===== config.mk =====
export PLATFORM = sky130hd
export DESIGN_NAME = stop_clk_supervisor
export DESIGN_NICKNAME = d
export VERILOG_FILES = /design/src/rtl/stop_sup_pkg.sv /design/src/rtl/osc_gap_monitor.sv /design/src/rtl/osc_quality_check.sv /design/src/rtl/supervisor_fsm.sv /design/src/rtl/stop_clk_supervisor.sv
export SDC_FILE = /design/constraint.sdc
export NUM_CORES = 1
export LEC_CHECK = 0
export ABC_AREA = 1
export BUFFER_PORTS_ARGS = -buffer_cell sky130_fd_sc_hd__buf_2
export CAP_MARGIN = 20
export CORE_MARGIN = 8
export CORE_UTILIZATION = 42
export CTS_CLUSTER_DIAMETER = 200
export DETAILED_ROUTE_END_ITERATION = 12
export GPL_TIMING_DRIVEN = 0
export PLACE_DENSITY = 0.57
export SLEW_MARGIN = 20
export SYNTH_ARGS = -nofsm -noshare
export SYNTH_HDL_FRONTEND = slang
export SYNTH_HIERARCHICAL = 1
export SYNTH_SLANG_ARGS = --single-unit

===== constraint.sdc =====
create_clock -name clk_i -period 2.23 [get_ports clk_i]
set_input_delay 0.446 -clock clk_i [delete_from_list [all_inputs] [get_ports clk_i]]
set_output_delay 0.446 -clock clk_i [all_outputs]
set_load 0.05 [all_outputs]

===== src/rtl/stop_sup_pkg.sv =====
package stop_sup_pkg;

  typedef enum logic [1:0] {
    ST_RUN      = 2'd0,
    ST_STOP     = 2'd1,
    ST_STOP_SCM = 2'd2,
    ST_RUN_SCM  = 2'd3
  } sup_state_e;

  typedef struct packed {
    logic mon_en;
    logic scm_en;
    logic irq_en;
  } sup_ctrl_t;

endpackage


===== src/rtl/osc_gap_monitor.sv =====
module osc_gap_monitor #(
  parameter int GAP_CYCLES = 64
) (
  input  logic clk_i,
  input  logic rst_ni,
  input  logic osc_edge_i,
  output logic loss_o
);
  localparam int GW = $clog2(GAP_CYCLES + 1);
  localparam logic [GW-1:0] GAP_MAX = GW'(GAP_CYCLES);

  logic [GW-1:0] gap_q;

  always_ff @(posedge clk_i or negedge rst_ni) begin
    if (!rst_ni)                gap_q <= '0;
    else if (osc_edge_i)        gap_q <= '0;
    else if (gap_q != GAP_MAX)  gap_q <= gap_q + 1'b1;
  end

  assign loss_o = (gap_q == GAP_MAX);


  edge_clears_loss_chk: assert property (@(posedge clk_i) disable iff (!rst_ni)
    osc_edge_i |=> !loss_o);

endmodule


===== src/rtl/osc_quality_check.sv =====
module osc_quality_check #(
  parameter int QC_EDGES = 4096
) (
  input  logic clk_i,
  input  logic rst_ni,
  input  logic run_i,
  input  logic osc_edge_i,
  input  logic loss_i,
  output logic pass_o
);
  localparam int QW = $clog2(QC_EDGES);
  localparam logic [QW-1:0] LAST = QW'(QC_EDGES - 1);

  logic [QW-1:0] cnt_q;
  logic          pass_q;

  always_ff @(posedge clk_i or negedge rst_ni) begin
    if (!rst_ni) begin
      cnt_q  <= '0;
      pass_q <= 1'b0;
    end else begin
      pass_q <= 1'b0;
      if (!run_i || loss_i) begin
        cnt_q <= '0;  // gap or idle: restart the window
      end else if (osc_edge_i) begin
        if (cnt_q == LAST) begin
          cnt_q  <= '0;
          pass_q <= 1'b1;
        end else begin
          cnt_q <= cnt_q + 1'b1;
        end
      end
    end
  end

  assign pass_o = pass_q;


  pass_pulse_chk: assert property (@(posedge clk_i) disable iff (!rst_ni)
    pass_o |=> !pass_o);


  no_pass_after_loss_chk: assert property (@(posedge clk_i) disable iff (!rst_ni)
    loss_i |=> !pass_o);

endmodule


===== src/rtl/supervisor_fsm.sv =====
module supervisor_fsm
  import stop_sup_pkg::*;
(
  input  logic clk_i,
  input  logic rst_ni,
  input  logic loss_i,
  input  logic qc_pass_i,
  input  logic stop_enter_i,
  input  logic wake_i,
  input  logic ext_rst_i,
  input  logic cm_en_i,
  input  logic scm_en_i,
  input  logic scm_ie_i,
  input  logic flag_clr_i,
  output logic qc_run_o,
  output logic rst_req_o,
  output logic vreg_en_o,
  output logic pll_en_o,
  output logic scm_active_o,
  output logic scm_flag_o,
  output logic scm_wake_irq_o,
  output logic stop_exit_o,
  output logic sysclk_sel_o
);
  sup_state_e st_q, st_d;
  sup_ctrl_t  ctrl_q;
  logic       flag_q, flag_set;
  logic       rst_q, rst_d;
  logic       exit_q, exit_d;
  logic       wake_any, in_stop;

  assign scm_wake_irq_o = flag_q & ctrl_q.irq_en;
  assign wake_any       = wake_i | scm_wake_irq_o;
  assign in_stop        = (st_q == ST_STOP) || (st_q == ST_STOP_SCM);

  always_comb begin
    st_d     = st_q;
    rst_d    = 1'b0;
    exit_d   = 1'b0;
    flag_set = 1'b0;
    unique case (st_q)
      ST_RUN: begin
        if (stop_enter_i) st_d = ST_STOP;
      end
      ST_STOP: begin
        if (ext_rst_i) begin
          st_d = ST_RUN; exit_d = 1'b1; rst_d = 1'b1;
        end else if (wake_any) begin
          st_d = ST_RUN; exit_d = 1'b1;
        end else if (loss_i && ctrl_q.mon_en) begin
          if (ctrl_q.scm_en) begin
            st_d = ST_STOP_SCM; flag_set = 1'b1;
          end else begin
            st_d = ST_RUN; rst_d = 1'b1;  // clock monitor reset
          end
        end
      end
      ST_STOP_SCM: begin
        if (ext_rst_i) begin
          st_d = ST_RUN_SCM; exit_d = 1'b1; rst_d = 1'b1;
        end else if (wake_any) begin
          st_d = ST_RUN_SCM; exit_d = 1'b1;
        end else if (qc_pass_i) begin
          st_d = ST_STOP;
        end
      end
      ST_RUN_SCM: begin
        if (qc_pass_i) st_d = ST_RUN;
      end
      default: st_d = ST_RUN;
    endcase
  end

  always_ff @(posedge clk_i or negedge rst_ni) begin
    if (!rst_ni) begin
      st_q   <= ST_RUN;
      ctrl_q <= '0;
      flag_q <= 1'b0;
      rst_q  <= 1'b0;
      exit_q <= 1'b0;
    end else begin
      st_q   <= st_d;
      rst_q  <= rst_d;
      exit_q <= exit_d;
      if (st_q == ST_RUN && stop_enter_i)
        ctrl_q <= '{mon_en: cm_en_i, scm_en: scm_en_i, irq_en: scm_ie_i};
      if (flag_set)        flag_q <= 1'b1;
      else if (flag_clr_i) flag_q <= 1'b0;
    end
  end

  assign qc_run_o     = (st_q == ST_STOP_SCM) || (st_q == ST_RUN_SCM);
  assign scm_active_o = qc_run_o;
  assign pll_en_o     = qc_run_o;
  assign vreg_en_o    = qc_run_o;
  assign sysclk_sel_o = (st_q == ST_RUN_SCM);
  assign rst_req_o    = rst_q;
  assign stop_exit_o  = exit_q;
  assign scm_flag_o   = flag_q;


  rst_pulse_chk: assert property (@(posedge clk_i) disable iff (!rst_ni)
    rst_req_o |=> !rst_req_o);


  scm_entry_flag_chk: assert property (@(posedge clk_i) disable iff (!rst_ni)
    $rose(scm_active_o) |-> scm_flag_o);


  sel_pll_chk: assert property (@(posedge clk_i) disable iff (!rst_ni)
    sysclk_sel_o |-> (pll_en_o && scm_active_o));


  ctrl_hold_chk: assert property (@(posedge clk_i) disable iff (!rst_ni)
    (in_stop && $past(in_stop)) |-> $stable(ctrl_q));


  exit_pulse_chk: assert property (@(posedge clk_i) disable iff (!rst_ni)
    stop_exit_o |=> !stop_exit_o);

endmodule


===== src/rtl/stop_clk_supervisor.sv =====
module stop_clk_supervisor #(
  parameter int GAP_CYCLES = 64,
  parameter int QC_EDGES   = 4096
) (
  input  logic clk_i,
  input  logic rst_ni,
  input  logic osc_edge_i,
  input  logic stop_enter_i,
  input  logic wake_i,
  input  logic ext_rst_i,
  input  logic cm_en_i,
  input  logic scm_en_i,
  input  logic scm_ie_i,
  input  logic flag_clr_i,
  output logic rst_req_o,
  output logic vreg_en_o,
  output logic pll_en_o,
  output logic scm_active_o,
  output logic scm_flag_o,
  output logic scm_wake_irq_o,
  output logic stop_exit_o,
  output logic sysclk_sel_o
);
  logic loss, qc_pass, qc_run;

  osc_gap_monitor #(.GAP_CYCLES(GAP_CYCLES)) u_gap (
    .clk_i      (clk_i),
    .rst_ni     (rst_ni),
    .osc_edge_i (osc_edge_i),
    .loss_o     (loss)
  );

  osc_quality_check #(.QC_EDGES(QC_EDGES)) u_qc (
    .clk_i      (clk_i),
    .rst_ni     (rst_ni),
    .run_i      (qc_run),
    .osc_edge_i (osc_edge_i),
    .loss_i     (loss),
    .pass_o     (qc_pass)
  );

  supervisor_fsm u_fsm (
    .clk_i          (clk_i),
    .rst_ni         (rst_ni),
    .loss_i         (loss),
    .qc_pass_i      (qc_pass),
    .stop_enter_i   (stop_enter_i),
    .wake_i         (wake_i),
    .ext_rst_i      (ext_rst_i),
    .cm_en_i        (cm_en_i),
    .scm_en_i       (scm_en_i),
    .scm_ie_i       (scm_ie_i),
    .flag_clr_i     (flag_clr_i),
    .qc_run_o       (qc_run),
    .rst_req_o      (rst_req_o),
    .vreg_en_o      (vreg_en_o),
    .pll_en_o       (pll_en_o),
    .scm_active_o   (scm_active_o),
    .scm_flag_o     (scm_flag_o),
    .scm_wake_irq_o (scm_wake_irq_o),
    .stop_exit_o    (stop_exit_o),
    .sysclk_sel_o   (sysclk_sel_o)
  );


  idle_outputs_chk: assert property (@(posedge clk_i) disable iff (!rst_ni)
    (!scm_active_o) |-> (!pll_en_o && !vreg_en_o && !sysclk_sel_o));

endmodule


== Yosys cells after proc, flatten, opt, wreduce, memory -nomap -nowiden ==
Index checks and enable logic that the tools add are counted.
Storage, ports and cells
  flip-flop bits (word level): 28
  bits in latches: 0
  RAM bits: 0
  ROM bits: 0
  output and inout port bits: 8
  word-level logic and storage cells: 69
  memories kept: 0
Operators by class
  $add $sub $neg: 2
  $mul: 0
  div/mod/pow operators: 0
  $lt $le $gt $ge: 0
  equal/unequal tests: 10
  shifts and indexed selects: 0
  muxes and demuxes: 34
  bitwise operators: 2
  reduce and logical (&&, ||, !) cells: 11
Operator list (count)
  $mux 12: 3
  $mux 1: 18
  $mux 2: 9
  $mux 7: 2
  $add 12x1->12 const B: 1
  $eq 12x12->1 const B: 1
  $ne 4x3->1 const B: 2
  $pmux 2 s4: 1
  $add 7x1->7 const B: 1
  $eq 7x7->1 const B: 1
  $ne 7x7->1 const B: 1
  $reduce_bool 2->1: 3
  $eq 2x2->1 const B: 2
  $reduce_and 4->1: 1
  $eq 2x1->1 const B: 1
  $logic_and 1x1->1: 2
  $logic_not 2->1: 1
  $logic_or 1x1->1: 2
  $ne 2x1->1 const B: 1
  $ne 2x2->1 const B: 1
  $pmux 1 s2: 1
  $reduce_or 2->1: 1
  $and 1x1->1: 1
  $logic_not 1->1: 1
  $or 1x1->1: 1

== Logic depth before layout (Yosys ltp) ==
Gate-level depths: netlist of run 1.
  depth in word-level cells: 7
  depth in mapped cells: 13
  mapped depth without buffers: 13

== Modules after synthesis ==
The synthesis of run 1 kept the hierarchy.
By module, submodules not included
  osc_quality_check: instances 1, cells each 106, area an instance 772.0 µm², sequential area each 325.3 µm²
  supervisor_fsm: instances 1, cells each 60, area an instance 505.5 µm², sequential area each 200.2 µm²
  osc_gap_monitor: instances 1, cells each 55, area an instance 412.9 µm², sequential area each 175.2 µm²

== Worst setup path before layout of run 1 ==
Ideal clock, no wire load.
  path kind: flip-flop to flip-flop
  start point: register u_fsm.st_q[0]
  end point: register u_qc.cnt_q[5]
  arrival time: 2.070 ns
  data required time: 2.109 ns
  setup slack: 0.039 ns
  cell stages (with the launch flop): 11
  buffers on the path: 1
  cell sequence: dfrtp_1 > ha_1 > or2_2 > buf_4 > inv_1 > nor2_4 > nand2_2 > nand2_2 > or2_0 > nand2_1 > nor2_1
On the way
  word-level cells in the longest chain between the ends: 5
  elaborated cells on any way between the ends: 7
  classes of those cells: eq/ne: 2; mux: 1; reduce/logical: 4
RTL lines
  start: declaration: line supervisor_fsm.sv:25  | sup_state_e st_q, st_d;
  start signal: assignment: line supervisor_fsm.sv:82  | st_q <= st_d;
  $eq 2x2->1 (*)
  named net sysclk_sel_o: line stop_clk_supervisor.sv:22  | output logic sysclk_sel_o
  $logic_or 1x1->1 (*): line supervisor_fsm.sv:92  | assign qc_run_o = (st_q == ST_STOP_SCM) || (st_q == ST_RUN_SCM);
  named net pll_en_o: line stop_clk_supervisor.sv:17  | output logic pll_en_o,
  $logic_not 1->1 (*): line osc_quality_check.sv:23  | if (!run_i || loss_i) begin
  $logic_or 1x1->1 (*): line osc_quality_check.sv:23
  $mux 12 / $reduce_bool 2->1 (equally long branches)
  end signal: assignment: line osc_quality_check.sv:30  | cnt_q <= cnt_q + 1'b1;
  end: declaration: line osc_quality_check.sv:14  | logic [QW-1:0] cnt_q;
The timed path passes the listed nets; every way through them passes the cells marked *.
A chain may end at the register's enable or synchronous reset.

== Worst setup path in the final report of run 1 ==
  start point: register u_fsm.st_q[0]
  end point: output port scm_active_o
On the way
  word-level cells in the longest chain between the ends: 2
  elaborated cells on any way between the ends: 3
  classes of those cells: eq/ne: 2; reduce/logical: 1
RTL lines
  $eq 2x2->1, on equally long branches
  $logic_or 1x1->1 (*): line supervisor_fsm.sv:92
  end: declaration: line stop_clk_supervisor.sv:18  | output logic scm_active_o,
Every way passes the cells marked *; elsewhere a longest branch is shown, timed or not.

==> summary.md, run 1 <==
| Metric | Value |
|---|---|
| Outcome | `finished, final reports clean` |
| WL final | `3140 um` |
| Die Y | `around 79 um` |
| Syn Nets | `239` |
| Drt first pass iters | `4` |
| Worst path required time | `1780 ps` |
| Vias per std cell | `around 4.7` |
| Startpoint types | `register` |
| GRT overflow | `0` |
| Antenna-violating nets left | `0` |
| Setup violators final | `0` |
| Reg-to-reg startpoint | `u_fsm/st_q[0]` |
| Worst min path class | `in2async` |
| Diodes inserted | `0` |
| Clock-pin slew on the worst setup and hold paths | `90 ps` |
| Critical path peak fanout | `5` |
| Depth of the most critical reg-to-reg path | `11` |
| Relative slew slack | `0.575` |
| Gate Count Post-Synth | `221` |
| Total clock sinks | `28` |
| Leakage | `approximately 0.98 nW` |
| Routed length per placed instance | `10.7 um` |
| Hold buffers post-CTS | `0` |
| Clk Latency, worst-skew pair | `about 270 ps` |
| Ordered cell list for the critical path | `inv_1 > ha_2 > or2_2 > buf_4 > buf_2` |
| Fin Setup TNS | `0 ps` |
| CTS root buf | `clkbuf_8` |
| Critical Path AT | `1630 ps` |
| Synth area leader | `dfrtp_1` |
| Vias in the first global route | `1,296` |
| Slowest CP cell | `dfrtp_1` |
| Final hold viol count | `0` |
| Largest net degree at the start of global routing | `29` |
| Fin crit share | `0.932` |
| Peak VDD IR | `270 uV` |
| Number of top-level pins | `18` |
| Fill cells | `390` |
| Horiz. Die Dim | `79.4 um` |
| CP bufs+invs | `3` |
| Distinct cell type count after synthesis | `24` |
| Seq/Total Area, Yosys | `0.415` |
| Synthesized cell area | `1690 sq um` |
| Max Transition Viols Final | `0` |
| Worst clock skew | `roughly 3.2 ps` |
| Reg2reg end | `u_qc/cnt_q[5]` |
| Synth warn | `6` |
| RSZ-0062 raised after global routing | `no` |
| Layout cell share with drive strength beyond 1 | `0.193` |
| Critical Path End Type | `output port` |
| Number of buffers added on ports | `17` |
| Pwr dens | `724 nW/um^2` |
| Final Wtd Congestion | `slightly above 0.8` |
| Initial antenna violation count | `0` |
| GR Util All Layers | `0.108` |
| Row Count | `23` |
| Synth top area share | `0.415` |
| Flop-to-flop setup slack | `270 ps` |
| DR iter-0 viols | `30` |
| Top delay family on crit path | `buffers and inverters` |
| Average size of a mapped cell | `between 7 and 8 sq um` |
| Max Root-Sink Buffers | `2` |
| CTS tree | `done` |
| DP Wirelength | `roughly 2400 um` |
| Max Cap Viol | `0` |
| Area Overhead vs Synth | `12.6%` |
| Setup CP Type | `reg2out` |
| Seq cells post-synth | `28` |
| CTS buffer count | `3` |
| CP max stage delay | `390 ps` |
| Actual slew at the worst max-slew pin | `637 ps` |
| Starting density of the core | `0.429` |
| Global-route wire length before repair | `5630 um` |
| Fin util | `0.483` |
| Die area | `6310 sq um` |
| Layout Nets | `262` |
| Htree depth | `1` |
| Synth area leaders | `dfrtp_1, nand2_1, inv_1` |
| Drt drc | `0` |
| Core ar. | `~4000 sq um` |
| Routed vias | `1,366` |
| Min Clock Period, post-route | `2080 ps` |
| F_max | `481 MHz` |
## cells in the final DEF, fill, tap and decap left out, types with 5 or more instances in the layout
master / instances
nor2_1: 26
a21oi_1: 5
ha_1: 7
nand2_2: 7
buf_2: 17
inv_1: 34
dfrtp_1: 28
nand4_1: 7
nand3_1: 11
nand2_1: 63
## synth_stat cells
| library cell | count |
|---|---|
| o22ai_1 | 1 |
| nand2_1 | 63 |
| inv_1 | 34 |
| nand3_1 | 11 |
| nand4_1 | 7 |
| or2_2 | 2 |
| o21bai_1 | 1 |
| nor2_1 | 26 |
| nor2_4 | 4 |
| ha_1 | 8 |
| buf_4 | 3 |
| xor2_1 | 3 |
| dfrtp_1 | 28 |
| nor3_1 | 2 |
| nand2_2 | 7 |
| a31oi_1 | 1 |
| nand3b_1 | 1 |
| o21ai_0 | 2 |
| a21oi_1 | 5 |
| mux2_2 | 3 |
| nand3_2 | 4 |
| or2_0 | 1 |
| o21bai_2 | 1 |
| o21ai_1 | 3 |
## cell families (layout without fill, tap and decap cells)
| group | after synthesis | in the layout | synth area share |
|---|---|---|---|
| multiplexers | 3 | 3 | 0.0200 |
| adder cells (fa/ha/maj) | 8 | 8 | 0.0592 |
| AO/OA/AOI/OAI | 14 | 14 | 0.0481 |
| buffers and inverters | 37 | 59 | 0.0888 |
| flip-flops | 28 | 28 | 0.415 |
| AND/OR/NAND/NOR | 128 | 128 | 0.354 |
| XOR/XNOR | 3 | 3 | 0.0155 |
## stage by stage
stage                     hold slack, ps  power [mW]  setup slack (ps)  area [sq um]  std cells
after detailed placement             499        1.07               175          1840        288
after global routing                 247        1.47              26.1          1900        293
after floorplan                      150       0.966              39.0          1690        221
after CTS                            211        1.39              44.5          1890        292
after global placement               496        1.07               172          1840        288
final                                189        1.38               151          1900        293
## power by group
| group | leakage (nW) | switching, mW | internal (mW) | total (mW) |
|---|---|---|---|---|
| clock | 0.0288 | 0.150 | 0.158 | 0.307 |
| combinational | 0.578 | 0.288 | 0.163 | 0.450 |
| sequential | 0.377 | 0.0480 | 0.573 | 0.621 |
## flip-flops by register name (all words and copies together) (netlist names)
| signal | flops |
|---|---|
| u_qc/cnt_q | 12 |
| u_gap/gap_q | 7 |
| u_fsm/ctrl_q | 3 |
| u_fsm/st_q | 2 |
| u_fsm/rst_req_o | 1 |
| u_fsm/scm_flag_o | 1 |
| u_fsm/stop_exit_o | 1 |
| u_qc/pass_o | 1 |
## final cells by class
cell class / instances / area, sq um / area share
Buffer: 3 / 22.5 / 0.0118
Clock buffer: 4 / 55.1 / 0.0289
Inverter: 34 / 128 / 0.0671
Multi-Input combinational cell: 156 / 842 / 0.442
Sequential cell: 28 / 701 / 0.368
Tap cell: 50 / 62.6 / 0.0329
Timing Repair Buffer: 18 / 92.6 / 0.0487
## what timing repair did
action / 4_1_cts / 5_1_grt
endpoints found under the hold margin: 0 / 0
gates resized for setup: 0 / 1
setup buffers: 0 / 1
endpoints found under the setup margin: 0 / 3
## metal layers
layer | global-route usage | share of wire | vias to the layer above
met3 | 0.0225 | 0.055 | 4
li1 | - | - | 732
met1 | 0.148 | 0.50 | 612
met5 | 0 | 0 | -
met4 | 0.0333 | 0.012 | 0
met2 | 0.164 | 0.43 | 18
## worst max path at each step
stage / cells past startpoint / slack, ps / startpoint / endpoint
global route: 5 / 30 / u_fsm/st_q[0] / scm_active_o
finish: 5 / 150 / u_fsm/st_q[0] / scm_active_o
CTS: 5 / 40 / u_fsm/st_q[0] / scm_active_o
global placement: 11 / 170 / u_fsm/st_q[0] / u_qc/cnt_q[5]
detailed placement: 11 / 170 / u_fsm/st_q[0] / u_qc/cnt_q[5]
floorplan: 10 / 40 / u_fsm/st_q[0] / u_qc/cnt_q[5]
Note: power is estimated with default switching activity, not from simulation.
==> inputs of run 2 (changes only) <==
Settings changed: SYNTH_HIERARCHICAL 1 to unset.
==> run 2 against run 1 <==
Net effect: critical path depth rose by 1; area after synthesis grew 2.8%; non-clock buffer count down 1; design area rose by 2.8%; power grew 4.7%; hold slack lost 3.7 ps; register-to-register slack improved by 430 ps; combinational power decreased by 4.4%; global-route usage rose by 0.37 points; clock skew decreased by 1.7 ps; critical path type unchanged.
==> summary.md, run 2 <==
| Metric | Value |
|---|---|
| Outcome | `finished, final reports clean` |
| Row Count | `23 (unchanged)` |
| Worst path most repeated cell | `inv_1` |
| Synth top area share | `0.403 (-0.0113)` |
| Layout cell share with drive strength beyond 1 | `0.222 (+0.0288)` |
| Area Overhead vs Synth | `12.6% (about the same)` |
| Synth top cells by count | `nand2_1, inv_1, dfrtp_1` |
| Count leader, synth | `nand2_1` |
| RSZ-0062 raised after global routing | `no` |
| Final Wtd Congestion | `0.764 (-6.0%)` |
| Layout Nets | `253 (-3.4%)` |
| Gate Count Post-Synth | `214 (-3.2%)` |
| Seq cells post-synth | `28 (unchanged)` |
| Cell count after placement | `280 (-2.8%)` |
| Horiz. Die Dim | `80.3 um (+1.1%)` |
| Largest reg by FF count | `u_qc.cnt_q` |
| Startpoint types | `register` |
| Pwr dens | `737 nW/um^2 (+1.8%)` |
| Drt drc | `0 (unchanged)` |
| CTS root buf | `clkbuf_8` |
| Vias per std cell | `4.74 (+1.6%)` |
| Total power | `1.44 mW (+4.7%)` |
| Critical Path AT | `1630 ps (about the same)` |
| Ordered cell list for the critical path | `inv_1 > ha_1 > nor2_1 > inv_1 > buf_4 > clkbuf_4` |
| CTS buffer count | `3 (unchanged)` |
| Setup CP Type | `reg2out` |
| Final hold viol count | `0 (unchanged)` |
| GRT overflow | `0 (unchanged)` |
| Distinct cell type count after synthesis | `32 (+33%)` |
| Vias in the first global route | `1,236 (-4.6%)` |
| Top_reg_cell synth | `dfrtp_1` |
| Largest net degree at the start of global routing | `29 (unchanged)` |
| Fin crit share | `0.932 (about the same)` |
| Largest regs | `u_qc.cnt_q: 12 flops, u_gap.gap_q: 7 flops, u_fsm.ctrl_q: 3 flops` |
| Busiest metal layer after global routing | `met2` |
| Commonest non-fill, non-tap cells in the layout | `nand2_1, inv_1, dfrtp_1` |
| CP max stage delay | `410 ps (+20 ps)` |
| Setup violators final | `0 (unchanged)` |
| Routed vias | `1,345 (-1.5%)` |
| Critical Path End Type | `output port` |
| Total clock sinks | `28 (unchanged)` |
| EDFF count, synth | `0 (unchanged)` |
| Seq/Total Area, Yosys | `0.403 (-0.0113)` |
| Diodes inserted | `0 (unchanged)` |
| Min Clock Period, post-route | `2080 ps (-1.31 ps)` |
| Slowest CP cell | `dfrtp_1` |
| Worst path required time | `1780 ps (about the same)` |
| Number of buffers added on ports | `16 (-1)` |
| Leakage | `1.09 nW (+11%)` |
| Synth warn | `0 (-6)` |
| Hold buffers post-CTS | `0 (unchanged)` |
| Die area | `6450 sq um (+2.2%)` |
| Syn Nets | `232 (-2.9%)` |
| F_max | `481 MHz (about the same)` |
| Commonest non-fill, non-tap cell in the layout | `nand2_1` |
| Max Root-Sink Buffers | `2 (unchanged)` |
| Actual slew at the worst max-slew pin | `654 ps (+16.3 ps)` |
| Clk Latency, worst-skew pair | `270 ps (about the same)` |
| WL final | `3310 um (+5.2%)` |
| Max Cap Viol | `0 (unchanged)` |
| DP Wirelength | `2540 um (+4.5%)` |
| Number of top-level pins | `18 (unchanged)` |
| Fin Setup TNS | `0 ps (unchanged)` |
| Synth area leader | `dfrtp_1` |
| CP bufs+invs | `4 (+1)` |
| CTS tree | `done` |
| Max reg flops | `12 (unchanged)` |
| Relative slew slack | `0.564 (-0.0108)` |
| Initial antenna violation count | `0 (unchanged)` |
| Met1 GRT Util | `0.155 (+0.00671)` |
| Starting density of the core | `0.434 (+0.00572)` |
| Synth area leaders | `dfrtp_1, nand2_1, inv_1` |
| Ys async rst share | `1.00 (unchanged)` |
| Clock-pin slew on the worst setup and hold paths | `100 ps (about the same)` |
| Met3 GRT Util | `0.0223 (-0.000201)` |
| Htree depth | `1 (unchanged)` |
| Met2 usage | `0.171 (+0.00757)` |
| Non-Filler Instances | `284 (-3.1%)` |
| Antenna-violating nets left | `0 (unchanged)` |
| Average size of a mapped cell | `8.12 sq um (+6.2%)` |
| Synthesized cell area | `1740 sq um (+2.8%)` |
| Die Y | `80.3 um (+1.1%)` |
| Top delay family on crit path | `buffers and inverters` |
| Worst clock skew | `1.53 ps (-1.71 ps)` |
| Critical path peak fanout | `4 (-1)` |
| DR iter-0 viols | `64 (+110%)` |
| Global-route wire length before repair | `5810 um (+3.2%)` |
| Routed length per placed instance | `11.6 um (+8.6%)` |
| Peak VDD IR | `332 uV (+23%)` |
| GR Util All Layers | `0.111 (+0.00368)` |
| Drt first pass iters | `4 (unchanged)` |
| Worst min path class | `in2async` |
| Core ar. | `4000 sq um (+1.5%)` |
| Max Transition Viols Final | `0 (unchanged)` |
[run 2: cell types whose count changed in the layout (fill, tap and decap cells not counted), moves of 3 or more]
cell / previous run / this run
nand3_1: 11 / 15
nand2_4: 0 / 3
nor2_1: 26 / 23
inv_1: 34 / 29
nand2_2: 7 / 2
nand4_1: 7 / 2
nand2_1: 63 / 51
nor2_2: 0 / 5
inv_2: 0 / 3
[run 2: cell type report]
class	instances	area, sq um
buffer	4	27.5
clock buffer	3	41.3
clock inverter	1	30.0
fill	418	2040
inverter	33	126
multi-input combinational	149	883
sequential	28	701
tap	50	62.6
timing repair buffer	16	85.1
[run 2: report_power, final]
part	switching (mW)	total [mW]	internal [mW]	leakage [nW]
Sequential	0.0390	0.606	0.567	0.377
Combinational	0.288	0.430	0.142	0.675
Clock	0.166	0.407	0.240	0.0357
Total	0.494	1.44	0.949	1.09
[run 2: logic make-up after synthesis]
kind of cell / count (synthesis) / synth area share
xor gates and xnor gates: 4 / 0.0202
and+or+nand+nor: 115 / 0.351
DFF: 28 / 0.403
buffers and inverters: 37 / 0.0885
AOI/OAI and AO/OA: 20 / 0.0662
muxes: 2 / 0.0130
adders and majority gates: 8 / 0.0576
[run 2: metal layers]
metal / wire length, um / part of all wire / up-vias
li1: - / - / 714
met1: 1700 / 0.51 / 613
met2: 1460 / 0.44 / 16
met3: 126 / 0.038 / 2
met4: 24 / 0.0073 / 0
met5: 0 / 0 / -
[run 2: final timing paths]
| kind | slack [ps] | from | depth (start not counted) | to |
|---|---|---|---|---|
| max | 150 | u_fsm.st_q[0] | 6 | vreg_en_o |
| min | 190 | rst_ni | 1 | u_fsm.scm_flag_o |
| max reg2reg | 700 | u_fsm.st_q[0] | 8 | u_qc.cnt_q[0] |
| min reg2reg | 510 | u_qc.cnt_q[0] | 1 | u_qc.cnt_q[0] |
| max in group asynchronous | 1630 | rst_ni | 1 | u_qc.cnt_q[7] |
| min in group clk_i | 350 | flag_clr_i | 2 | u_fsm.scm_flag_o |
[run 2: repair_timing]
action,in CTS,in global routing
endpoints found under the setup margin,0,2
buffers inserted,0,0
resized for setup,0,2
[run 2: metrics by stage]
stage	setup WS (ps)	cell area, sq um	hold slack, ps	util
after floorplan	86.5	1740	150	-
after global placement	470	1880	493	0.470
after detailed placement	445	1880	505	0.470
after CTS	120	1950	214	0.488
after global routing	26.1	1960	246	0.489
final	152	1960	185	0.489
==> inputs of run 3 (changes only) <==
--- a/constraint.sdc
+++ b/constraint.sdc
@@ -3,2 +3,2 @@
 set_output_delay 0.446 -clock clk_i [all_outputs]
-set_load 0.05 [all_outputs]
+set_load 0.02 [all_outputs]
==> run 3 against run 2 <==
Net effect: clock skew stayed put; count of clock-buffer cells in the layout stayed put; combinational power is 15% lower; design area is 0.26% lower; via count is 0.67% higher; setup slack better by 53 ps; first-iteration DRC count stayed put; largest cell class unchanged; largest power group unchanged.
==> summary.md, run 3 (synthesis gave the netlist of run 2 again) <==
| Metric | Value |
|---|---|
| Outcome | `finished, final reports clean` |
| Worst min path class | `in2async` |
| Max Transition Viols Final | `0 (unchanged)` |
| Reg-to-reg startpoint | `u_fsm.st_q[0]` |
| Final Wtd Congestion | `0.764 (unchanged)` |
| Commonest non-fill, non-tap cells in the layout | `nand2_1, inv_1, dfrtp_1` |
| Largest net degree at the start of global routing | `29 (unchanged)` |
| WL final | `3310 um (+0.15%)` |
| Peak VDD IR | `321 uV (-3.2%)` |
| Number of buffers added on ports | `16 (unchanged)` |
| Area Overhead vs Synth | `12.3%` |
| Vias per std cell | `4.77 (+0.67%)` |
| CP bufs+invs | `4 (unchanged)` |
| CP Depth | `6 (unchanged)` |
| Total clock sinks | `28 (unchanged)` |
| Die area | `6450 sq um (unchanged)` |
| Drt first pass iters | `4 (unchanged)` |
| DP Wirelength | `2540 um (unchanged)` |
| Fin Setup TNS | `0 ps (unchanged)` |
| Total power | `1.38 mW (-4.5%)` |
| Hold_ws | `185 ps (+0.114 ps)` |
| Hold buffers post-CTS | `0 (unchanged)` |
| Placement Setup Slack | `515 ps (+69.9 ps)` |
| Max reg flops | `12 (unchanged)` |
| GRT overflow | `0 (unchanged)` |
| Largest regs | `u_qc.cnt_q: 12 flops, u_gap.gap_q: 7 flops, u_fsm.ctrl_q: 3 flops` |
| GR Util All Layers | `0.111 (unchanged)` |
| Initial antenna violation count | `0 (unchanged)` |
| Layout Nets | `253 (unchanged)` |
| Top delay family on crit path | `buffers and inverters` |
| CTS buffer count | `3 (unchanged)` |
| Worst path required time | `1780 ps (about the same)` |
| Clock-pin slew on the worst setup and hold paths | `100 ps (about the same)` |
| Leakage | `1.09 nW (+0.12%)` |
| Slowest CP cell | `dfrtp_1` |
| Critical path peak fanout | `4 (unchanged)` |
| Routed vias | `1,354 (+0.67%)` |
| Flop-to-flop setup slack | `700 ps (about the same)` |
| Gate power share | `0.265 (-0.033)` |
| CTS tree | `done` |
| Worst path most repeated cell | `inv_1` |
| CP Launch Point | `u_fsm.st_q[0]` |
| Worst clock skew | `1.53 ps (unchanged)` |
| Layout cell share with drive strength beyond 1 | `0.222 (unchanged)` |
| Clock power frac | `0.295 (+0.013)` |
| Psw | `0.432 mW (-12%)` |
| Antenna-violating nets left | `0 (unchanged)` |
| CTS root buf | `clkbuf_8` |
| Sw Ratio | `0.314 (-0.0284)` |
| Global-route wire length before repair | `5810 um (unchanged)` |
| Flop pwr share | `0.440 (+0.020)` |
| Relative slew slack | `0.564 (about the same)` |
| Fin util | `0.488 (-0.00125)` |
| Depth of the most critical reg-to-reg path | `8 (unchanged)` |
| CP Capture Point | `vreg_en_o` |
| Ordered cell list for the critical path | `inv_1 > ha_1 > nor2_1 > inv_1 > buf_4 > buf_2` |
| F_max | `494 MHz (+2.6%)` |
| Critical Path End Type | `output port` |
| Max Cap Viol | `0 (unchanged)` |
| Drt drc | `0 (unchanged)` |
| CP max stage delay | `410 ps (about the same)` |
| RSZ-0062 raised after global routing | `no` |
| Routed length per placed instance | `11.7 um (+0.15%)` |
| Largest reg by FF count | `u_qc.cnt_q` |
| Critical Path AT | `1580 ps (-50 ps)` |
| Vias in the first global route | `1,236 (unchanged)` |
| Final WS setup | `206 ps (+53.2 ps)` |
| Commonest non-fill, non-tap cell in the layout | `nand2_1` |
| Row Count | `23 (unchanged)` |
| DR iter-0 viols | `64 (unchanged)` |
| Setup CP Type | `reg2out` |
| Actual slew at the worst max-slew pin | `654 ps (+0.312 ps)` |
| Number of top-level pins | `18 (unchanged)` |
| Reg2reg end | `u_qc.cnt_q[0]` |
| Diodes inserted | `0 (unchanged)` |
| Pwr dens | `706 nW/um^2 (-4.2%)` |
| Final hold viol count | `0 (unchanged)` |
| Internal cell power | `0.946 mW (-0.37%)` |
| Horiz. Die Dim | `80.3 um (unchanged)` |
| Max Root-Sink Buffers | `2 (unchanged)` |
| Fin crit share | `0.908 (-0.0239)` |
| Min Clock Period, post-route | `2020 ps (-53.2 ps)` |
| Startpoint types | `register` |
| Setup violators final | `0 (unchanged)` |
| Clk Latency, worst-skew pair | `270 ps (about the same)` |
| Core ar. | `4000 sq um (unchanged)` |
| Post-cts resize count | `0 (unchanged)` |
| Starting density of the core | `0.434 (unchanged)` |
| Htree depth | `1 (unchanged)` |
| Post-CTS Repair Setup Buffers | `0 (unchanged)` |
| Die Y | `80.3 um (unchanged)` |
==> run 3: cell count changes in the layout (fill, tap and decap cells not counted), sizes merged <==
| cell | before | now |
|---|---|---|
| buf | 18 | 20 |
| clkbuf | 5 | 3 |
==> run 3: how the worst min path moves through the flow <==
stage,from,end,slack (ps),cells past startpoint
after CTS,rst_ni,u_fsm.scm_flag_o,210,1
after detailed placement,u_qc.cnt_q[0],u_qc.cnt_q[0],510,1
after floorplan,rst_ni,u_fsm.ctrl_q[0],150,0
after global routing,rst_ni,u_qc.pass_o,250,1
final,rst_ni,u_fsm.scm_flag_o,190,1
after global placement,u_qc.cnt_q[1],u_qc.cnt_q[1],490,2
==> run 3: final cells by class <==
class                      instances  area [sq um]
fill                             417          2050
multi-input combinational        149           883
sequential                        28           701
inverter                          33           126
timing repair buffer              16          80.1
tap                               50          62.6
clock buffer                       3          41.3
clock inverter                     1          30.0
buffer                             4          27.5
==> run 3: power groups by stage <==
stage / Combinational, mW / Clock [mW] / Sequential, mW
floorplan: 0.256 / 0 / 0.626
global placement: 0.366 / 0 / 0.616
detailed placement: 0.369 / 0 / 0.618
CTS: 0.371 / 0.417 / 0.607
global route: 0.421 / 0.432 / 0.617
finish: 0.365 / 0.407 / 0.606
==> run 3: metal layers <==
| metal | global-route usage | routed length [um] | vias up |
|---|---|---|---|
| met5 | 0 | 0 | - |
| met4 | 0.0273 | 24 | 0 |
| met3 | 0.0223 | 140 | 2 |
| met2 | 0.171 | 1460 | 20 |
| met1 | 0.155 | 1690 | 617 |
| li1 | - | - | 715 |
==> run 3: stage by stage <==
| step | instances | cell area [sq um] |
|---|---|---|
| 3_3_place_gp | 280 | 1880 |
| 3_5_place_dp | 280 | 1880 |
| 2_1_floorplan | 214 | 1740 |
| 5_1_grt | 284 | 1950 |
| 6_report | 284 | 1950 |
| 4_1_cts | 284 | 1950 |
